<file path="src/rtl/dac_frame_pkg.sv">
package dac_frame_pkg;
   localparam int MODE_W = 2;

   typedef enum logic [MODE_W-1:0] {
      MODE_RUN     = 2'b00,
      MODE_SLEEP_A = 2'b01,
      MODE_SLEEP_B = 2'b10,
      MODE_SLEEP_C = 2'b11
   } dac_mode_e;

   // index of each line inside the synchronizer bundle
   localparam int LN_SYNC = 2;
   localparam int LN_SCLK = 1;
   localparam int LN_DATA = 0;
   localparam logic [2:0] LINES_IDLE = 3'b110;
endpackage

</file>
<file path="src/rtl/dac_frame_sync.sv">
module dac_frame_sync #(
   parameter int STAGES = 2
) (
   input  logic clk,
   input  logic rst_n,
   input  logic fsync_n,
   input  logic sclk,
   input  logic sdin,
   output logic sync_hi,
   output logic sync_fall,
   output logic sclk_fall,
   output logic data_bit
);
   import dac_frame_pkg::*;

   if (STAGES < 2) begin : g_bad_stages
      $error("dac_frame_sync: STAGES must be at least 2");
   end

   logic [2:0] chain [STAGES];
   logic       sync_prev, sclk_prev;

   for (genvar g = 0; g < STAGES; g++) begin : g_stage
      if (g == 0) begin : g_first
         always_ff @(posedge clk or negedge rst_n) begin
            if (!rst_n) chain[0] <= LINES_IDLE;
            else        chain[0] <= {fsync_n, sclk, sdin};
         end
      end else begin : g_next
         always_ff @(posedge clk or negedge rst_n) begin
            if (!rst_n) chain[g] <= LINES_IDLE;
            else        chain[g] <= chain[g-1];
         end
      end
   end

   always_ff @(posedge clk or negedge rst_n) begin
      if (!rst_n) begin
         sync_prev <= LINES_IDLE[LN_SYNC];
         sclk_prev <= LINES_IDLE[LN_SCLK];
      end else begin
         sync_prev <= chain[STAGES-1][LN_SYNC];
         sclk_prev <= chain[STAGES-1][LN_SCLK];
      end
   end

   assign sync_hi   = chain[STAGES-1][LN_SYNC];
   assign sync_fall = sync_prev & ~sync_hi;
   assign sclk_fall = sclk_prev & ~chain[STAGES-1][LN_SCLK];
   assign data_bit  = chain[STAGES-1][LN_DATA];
endmodule

</file>
<file path="src/rtl/dac_frame_gap.sv">
module dac_frame_gap #(
   parameter int MIN_GAP = 4
) (
   input  logic clk,
   input  logic rst_n,
   input  logic sync_hi,
   input  logic sync_fall,
   output logic start,
   output logic timing_err
);
   localparam int CW = $clog2(MIN_GAP + 1);
   localparam logic [CW-1:0] GAP_MAX = CW'(MIN_GAP);

   if (MIN_GAP < 1) begin : g_bad_gap
      $error("dac_frame_gap: MIN_GAP must be at least 1");
   end

   logic [CW-1:0] hi_cnt;
   logic          gap_ok;

   assign gap_ok = (hi_cnt >= GAP_MAX);
   assign start  = sync_fall & gap_ok;

   always_ff @(posedge clk or negedge rst_n) begin
      if (!rst_n) begin
         hi_cnt     <= GAP_MAX;
         timing_err <= 1'b0;
      end else begin
         timing_err <= sync_fall & ~gap_ok;
         if (!sync_hi)     hi_cnt <= '0;
         else if (!gap_ok) hi_cnt <= hi_cnt + 1'b1;
      end
   end
endmodule

</file>
<file path="src/rtl/dac_frame_shift.sv">
module dac_frame_shift #(
   parameter int FRAME_BITS = 16
) (
   input  logic                  clk,
   input  logic                  rst_n,
   input  logic                  sync_hi,
   input  logic                  start,
   input  logic                  sclk_fall,
   input  logic                  data_bit,
   output logic                  done,
   output logic [FRAME_BITS-1:0] word_next
);
   localparam int CNT_W = $clog2(FRAME_BITS + 1);
   localparam logic [CNT_W-1:0] LAST = CNT_W'(FRAME_BITS - 1);

   logic [FRAME_BITS-1:0] word;
   logic [CNT_W-1:0]      cnt;
   logic                  active;
   logic                  take;

   assign take      = active & ~sync_hi & ~start & sclk_fall;
   assign word_next = {word[FRAME_BITS-2:0], data_bit};
   assign done      = take & (cnt == LAST);

   always_ff @(posedge clk or negedge rst_n) begin
      if (!rst_n) begin
         word   <= '0;
         cnt    <= '0;
         active <= 1'b0;
      end else if (start) begin
         cnt    <= '0;
         active <= 1'b1;
      end else if (sync_hi) begin
         active <= 1'b0;
      end else if (take) begin
         word <= word_next;
         cnt  <= cnt + 1'b1;
         if (cnt == LAST) active <= 1'b0;
      end
   end
endmodule

</file>
<file path="src/rtl/dac_frame_regs.sv">
module dac_frame_regs #(
   parameter int FRAME_BITS = 16,
   parameter int CODE_W     = 8,
   parameter int CODE_LSB   = 4,
   parameter int LEVEL_W    = 16,
   parameter int FULL_SCALE = 3300,
   parameter bit LEVEL_EN   = 1'b1
) (
   input  logic                  clk,
   input  logic                  rst_n,
   input  logic                  done,
   input  logic [FRAME_BITS-1:0] word,
   output logic [CODE_W-1:0]     code,
   output dac_frame_pkg::dac_mode_e mode,
   output logic                  update,
   output logic [LEVEL_W-1:0]    level
);
   import dac_frame_pkg::*;

   localparam int CODE_MSB = CODE_LSB + CODE_W - 1;
   localparam int MODE_LSB = FRAME_BITS - MODE_W;
   localparam int PROD_W   = CODE_W + LEVEL_W;

   if (CODE_MSB >= MODE_LSB) begin : g_bad_fields
      $error("dac_frame_regs: code field overlaps mode field");
   end

   always_ff @(posedge clk or negedge rst_n) begin
      if (!rst_n) begin
         code   <= '0;
         mode   <= MODE_RUN;
         update <= 1'b0;
      end else begin
         update <= done;
         if (done) begin
            code <= word[CODE_MSB:CODE_LSB];
            mode <= dac_mode_e'(word[FRAME_BITS-1:MODE_LSB]);
         end
      end
   end

   if (LEVEL_EN) begin : g_level
      logic [PROD_W-1:0] prod;
      assign prod  = PROD_W'(code) * PROD_W'(FULL_SCALE);
      assign level = (mode == MODE_RUN) ? prod[CODE_W +: LEVEL_W] : '0;
   end else begin : g_no_level
      assign level = '0;
   end
endmodule

</file>
<file path="src/rtl/dac_frame_rx.sv">
module dac_frame_rx #(
   parameter int FRAME_BITS  = 16,
   parameter int CODE_W      = 8,
   parameter int CODE_LSB    = 4,
   parameter int SYNC_STAGES = 2,
   parameter int MIN_GAP     = 4,
   parameter int LEVEL_W     = 16,
   parameter int FULL_SCALE  = 3300,
   parameter bit LEVEL_EN    = 1'b1
) (
   input  logic               clk,
   input  logic               rst_n,
   input  logic               fsync_n,
   input  logic               sclk,
   input  logic               sdin,
   output logic [CODE_W-1:0]  code_o,
   output logic [1:0]         mode_o,
   output logic [LEVEL_W-1:0] level_o,
   output logic               update_o,
   output logic               timing_err_o
);
   import dac_frame_pkg::*;

   if (FULL_SCALE >= (1 << LEVEL_W)) begin : g_bad_scale
      $error("dac_frame_rx: FULL_SCALE does not fit LEVEL_W");
   end

   logic sync_hi, sync_fall, sclk_fall, data_bit, start, done;
   logic [FRAME_BITS-1:0] word_next;
   dac_mode_e             mode_q;

   dac_frame_sync #(.STAGES(SYNC_STAGES)) u_sync (
      .clk, .rst_n, .fsync_n, .sclk, .sdin,
      .sync_hi, .sync_fall, .sclk_fall, .data_bit
   );

   dac_frame_gap #(.MIN_GAP(MIN_GAP)) u_gap (
      .clk, .rst_n, .sync_hi, .sync_fall,
      .start, .timing_err(timing_err_o)
   );

   dac_frame_shift #(.FRAME_BITS(FRAME_BITS)) u_shift (
      .clk, .rst_n, .sync_hi, .start, .sclk_fall, .data_bit,
      .done, .word_next
   );

   dac_frame_regs #(
      .FRAME_BITS(FRAME_BITS), .CODE_W(CODE_W), .CODE_LSB(CODE_LSB),
      .LEVEL_W(LEVEL_W), .FULL_SCALE(FULL_SCALE), .LEVEL_EN(LEVEL_EN)
   ) u_regs (
      .clk, .rst_n, .done, .word(word_next),
      .code(code_o), .mode(mode_q), .update(update_o), .level(level_o)
   );

   assign mode_o = mode_q;
endmodule

</file>
<file path="config.mk">
export PLATFORM = sky130hd
export DESIGN_NAME = dac_frame_rx
export DESIGN_NICKNAME = d
export VERILOG_FILES = /design/src/rtl/dac_frame_pkg.sv /design/src/rtl/dac_frame_sync.sv /design/src/rtl/dac_frame_gap.sv /design/src/rtl/dac_frame_shift.sv /design/src/rtl/dac_frame_regs.sv /design/src/rtl/dac_frame_rx.sv
export SDC_FILE = /design/constraint.sdc
export NUM_CORES = 1
export LEC_CHECK = 0
export ABC_AREA = 1
export BUFFER_PORTS_ARGS = -buffer_cell sky130_fd_sc_hd__buf_2
export CAP_MARGIN = 25
export CORE_MARGIN = 2
export CORE_UTILIZATION = 51
export DETAILED_ROUTE_END_ITERATION = 8
export GPL_ROUTABILITY_DRIVEN = 1
export PLACE_DENSITY = 0.7
export SKIP_LAST_GASP = 1
export SLEW_MARGIN = 20
export SYNTH_ARGS = -nofsm -noshare
export SYNTH_HDL_FRONTEND = slang
export SYNTH_SLANG_ARGS = --single-unit
export TNS_END_PERCENT = 30
</file>
<file path="constraint.sdc">
create_clock -name clk -period 7.55 [get_ports clk]
set_input_delay 1.51 -clock clk [delete_from_list [all_inputs] [get_ports clk]]
set_output_delay 1.51 -clock clk [all_outputs]
set_load 0.005 [all_outputs]
</file>
==> reports/qor.yml <==
fin_hold_ws_ns: 0.357
initial_utilization: 0.523
path_clk_slew_ns: 0.08
syn_avg_cell_area_sq_um: 8.31
cts_tree: "yes"
postCtsSetupBuffers: 0
power_w: 0.000425
synthDistinctLibCells: 30
endpoint_kind: "primary output"
max_cap_violations: 0
cellPowerDensity_mw_per_mm2: 119
yosysWarnings: 0
routed_via_density: 4.77
antenna_cells: 0
grt_pass1_vias: 2369
fin_util: 0.567
cp.required_ns: 6.04
setup.worst_path.class: "reg -> out"
grt_pass1_wl_um: 10100
min_period_ns: 5.67
drt_iter0_markers: 80
netlist_area_sq_mm: 0.00328
synth-seq-cells: 44
cp.arrival_ns: 4.16
grt_overflow: 0
status: "complete, no violations"
worst_pin_slew_ns: 0.717
hold_violations: 0
fmax_mhz: 176
vias: 2399
slew_violations: 0
layout-drive-gt1-share: 0.141
fin_setup_tns_ns: 0
syn_inst: 395
cts-root-buf: "clkbuf_8"
finalNonFillerCells: 503
crit_path_cell_trace: "fa_1 -> inv_1 -> fa_1 -> inv_1 -> fa_1 -> inv_1 -> fa_1 -> inv_1 -> ha_1 -> nand2_1 -> nor2_1 -> nand2_1 -> inv_1 -> nand2_1 -> nand4_1 -> nand2_1 -> nor2_1 -> buf_2"
grt_max_degree: 45
numCtsBuffers: 5
h-tree-depth: 2
fin_worst_skew_ns: 0.00600
routed_wl_um: 5630
cts_hold_buf: 0
finalSetupViolations: 0
vdd_ir_drop_max_v: 0.000145
max_stage_delay_ns: 0.56
numClockSinks: 44
cp_slowest_cell: "fa_1"
die_x_um: 84.2
track_usage: 0.175
rsz0062_at_grt: "no"
cts_buffer_depth: 2
drc: 0
ys_seq_area_frac: 0.338
antenna_found_initial: 0
fin_crit_sh: 0.751
critPathLaunchType: "flip-flop"
place.gp.congestion: 0.873
clk_latency_ns: 0.29
core_area_sq_mm: 0.00628
final_antenna_net_count: 0
cts_resized: 0
hp-class: "reg -> reg"
port_buffers: 28
io_pins: 33
slew_headroom: 0.520
firstDrtPassIters: 4
place_hpwl_um: 4580
rows: 29
dp.cells: 494
die_h_um: 84.2
critical_path.max_fanout: 7
routedWlPerCell_um: 11.2
nFillCells: 574
die_area_sq_mm: 0.00709
nets: 488
p_leak_nw: 2.16
crit_top_cell: "inv_1"
syn2layout_area_growth_pct: 8.50
## registers in the layout, indices dropped and copies added (netlist names), 2 cells and up
signal        flops
u_shift.word     15
u_regs.code       8
u_shift.cnt       5
u_gap.hi_cnt      3
u_sync.chain      4
u_regs.mode       2
## routing by layer
layer	GRT usage	up-vias	share of wire
li1	-	1267	-
met1	0.208	1085	0.44
met2	0.323	38	0.51
met3	0.0236	9	0.029
met4	0.0616	0	0.019
met5	0	-	0
## cells in the mapped netlist
library cell,instances,area [sq um]
nand2_1,105,394
inv_1,75,282
ha_1,41,513
dfrtp_1,37,926
nor2_1,35,131
fa_1,17,340
o21ai_0,14,70.1
nand3_1,13,65.1
a21oi_1,10,50.1
o21ai_2,9,78.8
dfstp_2,7,184
buf_4,6,45.0
buf_6,3,33.8
inv_2,3,11.3
o21ai_1,3,15.0
xnor2_1,2,17.5
xor2_1,2,17.5
a31oi_1,1,6.26
conb_1,1,3.75
nand2_2,1,6.26
nand2_4,1,11.3
nand3_2,1,10.0
nand4_1,1,6.26
nor2_8,1,20.0
nor3_1,1,5.00
nor3_2,1,10.0
nor3b_1,1,7.51
o21a_1,1,7.51
o22ai_1,1,6.26
or2_2,1,6.26
## area by class of cell
| type | count | area, sq um | share of cell area |
|---|---|---|---|
| multi-input combinational | 267 | 1810 | 0.509 |
| timing repair buffer | 29 | 160 | 0.0450 |
| inverter | 78 | 293 | 0.0822 |
| clock buffer | 8 | 90.1 | 0.0253 |
| tap | 77 | 96.3 | 0.0271 |
| sequential | 44 | 1110 | 0.312 |
## logic make-up (layout without fill, tap and decap cells)
logic type                 after synthesis  after routing  synth area share
and+or+nand+nor                        162            162             0.205
AOI/OAI and AO/OA                       39             39            0.0713
buffers and inverters                   87            115             0.113
DFF                                     44             44             0.338
other                                    1              4           0.00114
xor gates and xnor gates                 4              4            0.0107
adders and majority gates               58             58             0.260
## power breakdown
part	switching (W)	total, W	leakage, nW	internal (W)
Sequential	0.00000804	0.000256	0.582	0.000248
Combinational	0.0000132	0.0000223	1.53	0.00000905
Clock	0.0000717	0.000146	0.0455	0.0000745
## cells in the final DEF, fill, tap and decap left out
| cell | instances |
|---|---|
| dfstp_2 | 7 |
| dfrtp_1 | 37 |
| nand3_1 | 13 |
| a31oi_1 | 1 |
| clkbuf_1 | 2 |
| o21ai_0 | 14 |
| xnor2_1 | 2 |
| nand2_1 | 105 |
| buf_2 | 28 |
| conb_1 | 4 |
| ha_1 | 41 |
| o21ai_1 | 3 |
| buf_12 | 1 |
| clkbuf_8 | 6 |
| nand2_2 | 1 |
| nor2_1 | 35 |
| fa_1 | 17 |
| nor3_1 | 1 |
| o21ai_2 | 9 |
| nor3b_1 | 1 |
| o21a_1 | 1 |
| or2_2 | 1 |
| inv_1 | 75 |
| xor2_1 | 2 |
| nor2_8 | 1 |
| nand4_1 | 1 |
| o22ai_1 | 1 |
| nor3_2 | 1 |
| nand3_2 | 1 |
| inv_2 | 3 |
| a21oi_1 | 10 |
| nand2_4 | 1 |
## stage by stage
step,setup slack [ns],instance area [sq um]
after CTS,1.87,3540
final,1.88,3560
after global routing,1.63,3560
after floorplan,2.46,3290
after global placement,2.29,3450
after detailed placement,2.20,3450
## worst max-delay path, delay by kind of cell, from the launching register on
family	cells	cell delay, ns
fa+ha+maj	5	2.40
buf+inv	6	0.35
flops	1	0.48
simple gates	7	0.63
## final timing paths
path	endpoint	slack [ns]	from	cells past startpoint
min	u_sync.sync_hi$_DFF_PN1_	0.36	u_sync.chain[5]$_DFF_PN1_	0
max	level_o[10]	1.88	u_regs.code[5]$_DFFE_PN0P_	18
max reg2reg	u_regs.code[7]$_DFFE_PN0P_	5.86	u_sync.sync_hi$_DFF_PN1_	7
min reg2reg	u_sync.sync_hi$_DFF_PN1_	0.36	u_sync.chain[5]$_DFF_PN1_	0
max in group asynchronous	u_sync.sync_prev$_DFF_PN1_	5.90	rst_n	2
min in group asynchronous	u_sync.chain[3]$_DFF_PN0_	1.12	rst_n	1
(Power assumes the default switching activity.)
